==> src/rtl/crc_serial_pkg.sv <==
package crc_serial_pkg;

  localparam int unsigned CRC_W  = 32;
  localparam int unsigned BYTE_W = 8;

  // One reflected fold: feedback is the data bit against the outgoing LSB.
  function automatic logic [CRC_W-1:0] crc_fold(input logic [CRC_W-1:0] cur,
                                                input logic [CRC_W-1:0] poly,
                                                input logic             din);
    logic fb;
    fb = din ^ cur[0];
    return (cur >> 1) ^ ({CRC_W{fb}} & poly);
  endfunction

endpackage

==> src/rtl/crc_step_stage.sv <==
// Holds one accepted single-bit request for one cycle (two-cycle step).
module crc_step_stage (
  input  logic clk,
  input  logic rst_n,
  input  logic accept,
  input  logic bit_in,
  input  logic cancel,
  output logic fire,
  output logic fire_bit
);
  logic pend_q;
  logic bit_q;

  always_ff @(posedge clk or negedge rst_n) begin
    if (!rst_n) begin
      pend_q <= 1'b0;
      bit_q  <= 1'b0;
    end else begin
      pend_q <= accept;
      if (accept) bit_q <= bit_in;
    end
  end

  assign fire     = pend_q & ~cancel;
  assign fire_bit = bit_q;
endmodule

==> src/rtl/crc_byte_sequencer.sv <==
// Feeds the bits of one byte into the fold, LSB first, one per cycle.
module crc_byte_sequencer #(
  parameter int unsigned BYTE_W = 8,
  localparam int unsigned CNT_W = $clog2(BYTE_W + 1)
) (
  input  logic              clk,
  input  logic              rst_n,
  input  logic              start,
  input  logic [BYTE_W-1:0] data,
  input  logic              abort,
  output logic              busy,
  output logic              fire,
  output logic              fire_bit
);
  logic [BYTE_W-1:0] sh_q;
  logic [CNT_W-1:0]  cnt_q;
  logic              busy_q;

  always_ff @(posedge clk or negedge rst_n) begin
    if (!rst_n) begin
      sh_q   <= '0;
      cnt_q  <= '0;
      busy_q <= 1'b0;
    end else if (abort) begin
      busy_q <= 1'b0;
      cnt_q  <= '0;
    end else if (start && !busy_q) begin
      sh_q   <= data;
      cnt_q  <= CNT_W'(BYTE_W);
      busy_q <= 1'b1;
    end else if (busy_q) begin
      sh_q  <= sh_q >> 1;
      cnt_q <= cnt_q - CNT_W'(1);
      if (cnt_q == CNT_W'(1)) busy_q <= 1'b0;
    end
  end

  assign busy     = busy_q;
  assign fire     = busy_q & ~abort;
  assign fire_bit = sh_q[0];
endmodule

==> src/rtl/crc_accum_reg.sv <==
// Polynomial and CRC registers with load priority over the fold.
module crc_accum_reg
  import crc_serial_pkg::*;
(
  input  logic             clk,
  input  logic             rst_n,
  input  logic             poly_wr,
  input  logic [CRC_W-1:0] poly_val,
  input  logic             crc_wr,
  input  logic [CRC_W-1:0] crc_val,
  input  logic             fold_en,
  input  logic             fold_bit,
  output logic [CRC_W-1:0] crc_q
);
  logic [CRC_W-1:0] poly_q;

  always_ff @(posedge clk or negedge rst_n) begin
    if (!rst_n) begin
      poly_q <= '0;
      crc_q  <= '0;
    end else begin
      if (poly_wr) poly_q <= poly_val;
      if (crc_wr)       crc_q <= crc_val;
      else if (fold_en) crc_q <= crc_fold(crc_q, poly_q, fold_bit);
    end
  end
endmodule

==> src/rtl/serial_crc_engine.sv <==
module serial_crc_engine
  import crc_serial_pkg::*;
#(
  parameter bit BYTE_MODE = 1'b1
) (
  input  logic              clk,
  input  logic              rst_n,
  input  logic              poly_load,
  input  logic [CRC_W-1:0]  poly_data,
  input  logic              crc_load,
  input  logic [CRC_W-1:0]  crc_data,
  input  logic              step_req,
  input  logic              carry_in,
  input  logic              byte_start,
  input  logic [BYTE_W-1:0] byte_data,
  output logic [CRC_W-1:0]  crc_out,
  output logic              busy
);
  // Named internal events, used by the checker.
  logic any_load;
  logic step_accept;
  logic pend_fire;
  logic pend_bit;
  logic seq_fire;
  logic seq_bit;
  logic seq_busy;
  logic fold_en;
  logic fold_bit;

  assign any_load    = crc_load | poly_load;
  assign step_accept = step_req & ~seq_busy & ~byte_start & ~any_load;

  crc_step_stage u_stage (
    .clk      (clk),
    .rst_n    (rst_n),
    .accept   (step_accept),
    .bit_in   (carry_in),
    .cancel   (any_load),
    .fire     (pend_fire),
    .fire_bit (pend_bit)
  );

  generate
    if (BYTE_MODE) begin : g_byte
      crc_byte_sequencer #(.BYTE_W(BYTE_W)) u_seq (
        .clk      (clk),
        .rst_n    (rst_n),
        .start    (byte_start),
        .data     (byte_data),
        .abort    (any_load),
        .busy     (seq_busy),
        .fire     (seq_fire),
        .fire_bit (seq_bit)
      );
    end else begin : g_nobyte
      assign seq_busy = 1'b0;
      assign seq_fire = 1'b0;
      assign seq_bit  = 1'b0;
    end
  endgenerate

  assign fold_en  = pend_fire | seq_fire;
  assign fold_bit = seq_fire ? seq_bit : pend_bit;

  crc_accum_reg u_acc (
    .clk      (clk),
    .rst_n    (rst_n),
    .poly_wr  (poly_load),
    .poly_val (poly_data),
    .crc_wr   (crc_load),
    .crc_val  (crc_data),
    .fold_en  (fold_en),
    .fold_bit (fold_bit),
    .crc_q    (crc_out)
  );

  assign busy = seq_busy;
endmodule

==> config.mk <==
export PLATFORM = sky130hd
export DESIGN_NAME = serial_crc_engine
export DESIGN_NICKNAME = d
export VERILOG_FILES = /design/src/rtl/crc_serial_pkg.sv /design/src/rtl/crc_step_stage.sv /design/src/rtl/crc_byte_sequencer.sv /design/src/rtl/crc_accum_reg.sv /design/src/rtl/serial_crc_engine.sv
export SDC_FILE = /design/constraint.sdc
export NUM_CORES = 1
export LEC_CHECK = 0
export BUFFER_PORTS_ARGS = -buffer_cell sky130_fd_sc_hd__clkbuf_2
export CAP_MARGIN = 0
export CORE_UTILIZATION = 30
export CTS_CLUSTER_DIAMETER = 50
export DETAILED_ROUTE_END_ITERATION = 12
export SYNTH_ARGS = -nofsm -noshare
export SYNTH_HDL_FRONTEND = slang
export SYNTH_SLANG_ARGS = --single-unit
export TNS_END_PERCENT = 30
==> constraint.sdc <==
create_clock -name clk -period 1.58 [get_ports clk]
set_clock_uncertainty 0.05 [all_clocks]
set_input_delay 0.316 -clock clk [delete_from_list [all_inputs] [get_ports clk]]
set_output_delay 0.316 -clock clk [all_outputs]
set_load 0.1 [all_outputs]
Word-level counts from Yosys, hierarchy flattened. Cells that the tools add are included.

Output and inout bits: 33. RAM bits: 0. Register bits: 79. Memories kept: 0. Latch bits: 0. Input port bits: 79. Bits in read-only memories: 0.

Mux-type cells: 12. $mul: 0. Bitwise logic cells: 13. Magnitude comparators: 0. Shifts and indexed selects: 0. Add/sub/neg operators: 1. Div/mod/pow operators: 0. Eq/ne operators: 1. Reductions and logical operators: 6.

Operator list (count): 32-bit 2-to-1 mux (2); 32-bit AND (1); 31-bit by 32-bit XOR with 32-bit output (1); 8-bit 2-to-1 mux (2); 4-bit 2-to-1 mux (3); 1-bit AND (5); 1-bit 2-to-1 mux (5); 4-bit by 1-bit equality test with 1-bit output (second input constant) (1); 2-bit nonzero test (2); 4-bit by 1-bit subtractor with 4-bit output (second input constant) (1); 1-bit NOT (3); 3-bit nonzero test (1); 1-bit bitwise OR (2); 2-bit AND reduction (1); 1-bit logical AND (1); 1-bit zero test (1); 1-bit XOR (1).

Logic depth before layout (Yosys ltp).
Depth after elaboration: 9. Gate-level depth with buffers: 7.

By module. From an unflattened synthesis, not the netlist that was laid out.

Cells, all modules: 455. Area total of the unflattened synthesis: 4347.9 um^2.

Modules (own cells, without submodules): crc_accum_reg (area each 3540.9 um^2, cells each 376, instances 1); crc_byte_sequencer (area each 694.4 um^2, cells each 71, instances 1); crc_step_stage (area each 71.3 um^2, cells each 4, instances 1); serial_crc_engine (area each 41.3 um^2, cells each 4, instances 1).

Least setup slack after synthesis. No wires, ideal clock.

Path type: reg2reg. From: reg g_byte.u_seq.busy_q, in the netlist g_byte.u_seq.busy. To: reg u_acc.crc_q[22]. Arrival time: 2142 ps. Library setup time: 77 ps. Buffers on the path: 1. Path slack: -689 ps. Stages on the path, launching flop included: 7. Cell sequence: dfrtp_1 > nor3b_4 > a21boi_4 > buf_6 > o21ai_2 > xor2_1 > o21ai_1.

Longest elaborated chain between the ends: 7. Elaborated cells between the ends (all ways): 9.

RTL lines: start, declared (line crc_byte_sequencer.sv:17) `logic busy_q;`; start signal, assigned (line crc_byte_sequencer.sv:23) `busy_q <= 1'b0;`; start signal, assigned (line crc_byte_sequencer.sv:25) `busy_q <= 1'b0;`; start signal, assigned (line crc_byte_sequencer.sv:30) `busy_q <= 1'b1;`; 1-bit AND * (line crc_byte_sequencer.sv:39) `assign fire = busy_q & ~abort;`; 1-bit 2-to-1 mux (line serial_crc_engine.sv:63) `assign fold_bit = seq_fire ? seq_bit : pend_bit;`; 1-bit XOR (line crc_serial_pkg.sv:11) `fb = din ^ cur[0];`; 32-bit AND (line crc_serial_pkg.sv:12) `return (cur >> 1) ^ ({CRC_W{fb}} & poly);`; 31-bit by 32-bit XOR with 32-bit output (line crc_serial_pkg.sv:12); 32-bit 2-to-1 mux (line crc_accum_reg.sv:24) `else if (fold_en) crc_q <= crc_fold(crc_q, poly_q, fold_bit);`; 32-bit 2-to-1 mux (line crc_accum_reg.sv:23) `if (crc_wr) crc_q <= crc_val;`; end signal, assigned (line crc_accum_reg.sv:23); end signal, assigned (line crc_accum_reg.sv:24); end, declared (line crc_accum_reg.sv:13) `output logic [CRC_W-1:0] crc_q`.

Mark *: on every way between the ends. The rest lies on a longest branch, timed or not. The select of a mux whose other input is x is not followed. A chain may end at the register's enable or synchronous reset.

Worst setup path in the final report.
From: reg g_byte.u_seq.busy_q, in the netlist g_byte.u_seq.busy. To: reg u_acc.crc_q[9].

Same word-level chain as after synthesis.

==> metrics <==
Tmin final=1.67 ns; peak per-stage delay on the critical path=0.47 ns; post-synthesis sequential area ratio=52.2%; antenna violations before repair=0; CTS max path bufs=2; crit-path cells=nor3b_4, buf_6, a21oi_4, buf_6, buf_6, o21ai_2, xor2_1, o21ai_1; most frequent cells in the layout=77 x dfrtp_1, 77 x clkbuf_2, 50 x buf_4; flops & latches, synth=79; die area=13100 µm²; Total GRT Usage=16.0%; Final Cycle Share=106%; mux contribution to synthesized area=10.4%; # Max-Cap Violations=0; Core Footprint=12200 µm²; Worst path slowest cell=dfrtp_4; distinct cell type count of the synthesized netlist=31; overall routed net length=9910 µm; site row count=40; CP Max Fanout=5; CP dominant cell by count=buf_6; largest net degree at the start of global routing=46; Hold WC Path Type=input port to flip-flop; # diodes=0; RSZ-0062 raised after global routing=yes; fraction of the mapped netlist area in adder cells=0.661%; Synth Instances=332; Vias=3005; Slew @ Worst Pin=0.450 ns; worst setup margin=-0.0872 ns; Final GP Congestion=0.732; Mapped Nets=413; post-synthesis cell area=3780 µm²; Max-slew headroom=70.0%; Initial DRC Count=118; drt wl/cell=15.6 µm; Ys Warns=0; GR Overflow Total=0; largest family of logic cells by synthesized area=compound AO/OA/AOI/OAI gates; Via density=4.72; Port Buffers=111; status=finished with violations; area delta synth->final=39.5%; dpl hpwl=7180 µm; Final Slew Violations=0; Filler Cells Inserted=1161; XOR/XNOR share of the synthesized area=7.41%; Core Util, Final=43.4%; drt pass-1 iters=4; Peak VDD IR=0.000506 V; pwr dens=1180 nW/µm²; Die Y=114 µm; die width=114 µm; CTS tree=built; root buffer selected by CTS=clkbuf_16; DRT antenna net count=0; Synth Area in Compound Gates=20.9%; Clock Pin Slew Worst Setup and Hold Paths=0.07 ns; vias in the first global route=3139; clock sink count=79; leading area contributor after synthesis=dfrtp_1; Synth area leaders=dfrtp_1 52%, mux2_2 9.8%, a22oi_1 7.5%, xor2_1 7.2%, o21ai_1 6.6%; crit path kind=flip-flop to flip-flop; Max Fclk=600 MHz; layout cells sized above 1=46.4%; DP Cell Count=612; average size of a mapped cell=11.4 µm²; share of the synthesized area in the top cell type=52.2%; htree depth=3; # IOs=112; failing checks=setup timing; simple-gate portion of the synthesized area=4.76%; Fin Hold WS=0.159 ns; Worst-Skew Late Latency=0.34 ns; P_leak=2.33 nW; arrival time at the worst endpoint=1.83 ns; Post-Layout Cell Count=636; CP Capture Type=flip-flop; Final Hold Fails=0; Worst Path Required=1.74 ns; Final Net Count=545; first-pass GRT wire length=15800 µm; Starting Density=31.1%; DRC viols=0; CP Launch Type=flip-flop; endpoints failing setup=31; TritonCTS Buffers=9
==> what timing repair did <==
| item | CTS | global route |
|---|---|---|
| gates cloned | 3 | 0 |
| gates resized for setup | 18 | 0 |
| endpoints found under the setup margin | 29 | 33 |
| setup buffers | 6 | 0 |
| pin swaps | 4 | 7 |
| endpoints found under the hold margin | 45 | 0 |
| hold buffers | 1 | 0 |
==> registers in the layout, indices dropped and copies added (netlist names) <==
| name | count |
|---|---|
| u_acc.crc_q | 32 |
| u_acc.poly_q | 32 |
| g_byte.u_seq.sh_q | 8 |
| g_byte.u_seq.cnt_q | 4 |
| g_byte.u_seq.busy | 1 |
| u_stage.fire_bit | 1 |
| u_stage.pend_q | 1 |
==> metrics by stage <==
step           setup TNS [ns]  area, µm²  setup slack, ns  power, W
2_1_floorplan           -9.51       3810           -0.305   0.00374
3_3_place_gp            -2.78       4870           -0.153   0.00430
3_5_place_dp            -3.76       4870           -0.179   0.00433
4_1_cts                 -1.77       5310          -0.0807   0.00631
5_1_grt                 -4.28       5280           -0.193   0.00655
6_report                -1.67       5280          -0.0872   0.00625
==> kinds of logic after synthesis <==
logic type                 after synthesis
AOI/OAI and AO/OA                      126
DFF                                     79
muxes                                   35
xor gates and xnor gates                32
and+or+nand+nor                         30
buffers and inverters                   28
adders and majority gates                2
==> cell type report <==
cell class	count	area, µm²	area share, %
sequential	79	1980	37.5
multi-input combinational	225	1720	32.5
timing repair buffer	147	1110	21.0
clock buffer	11	233	4.41
tap	168	210	3.98
clock inverter	4	23.8	0.450
inverter	2	7.51	0.142
==> cell usage after synthesis <==
library cell   n
nand2_1        2
o21ai_1       50
nand3b_1       1
o31a_1         1
nor3_1         2
buf_2          2
xnor2_1        1
nor2_1         7
ha_1           2
mux2i_1        2
dfrtp_1       79
buf_1          3
inv_1          2
a21boi_4       1
o21ai_0       14
o21ai_2        9
o21a_1         1
buf_6          4
a21oi_1        3
clkbuf_1      17
nand2b_1       5
xor2_1        31
and3_1         1
nor2b_1        9
a22oi_1       38
a31oi_1        8
or2_2          1
mux2_2        33
nor4bb_1       1
o31ai_1        1
nor3b_4        1
==> path summary, 6_finish.rpt <==
check | start | end | slack, ns | depth (start not counted)
setup / recovery | g_byte.u_seq.busy | u_acc.crc_q[9] | -0.09 | 8
hold / removal | poly_data[16] | u_acc.poly_q[16] | 0.16 | 2
setup reg to reg | g_byte.u_seq.busy | u_acc.crc_q[9] | -0.09 | 8
hold reg to reg | u_acc.poly_q[19] | u_acc.poly_q[19] | 0.46 | 1
max in group asynchronous | rst_n | g_byte.u_seq.busy | 0.58 | 3
min in group asynchronous | rst_n | u_acc.crc_q[15] | 0.43 | 3
==> report_power, final <==
| group | internal (W) | switching (W) | total [W] |
|---|---|---|---|
| Sequential | 0.00225 | 0.000192 | 0.00244 |
| Clock | 0.00105 | 0.000802 | 0.00185 |
| Combinational | 0.000733 | 0.00123 | 0.00196 |
==> worst max-delay path, delay by kind of cell (launching register included) <==
family                 cells  cell delay (ns)
AO/OA/AOI/OAI              3             0.32
buffers and inverters      3             0.39
AND/OR/NAND/NOR            1             0.16
XOR/XNOR                   1             0.17
flip-flops                 1             0.47
==> layer usage <==
metal	GRT usage, %	wire [µm]	up-vias
met5	0	0	-
met4	5.37	148	0
met3	4.45	509	12
met2	26.7	4750	69
met1	19.9	4500	1457
li1	-	-	1467
Note: power is estimated with default switching activity, not from simulation.
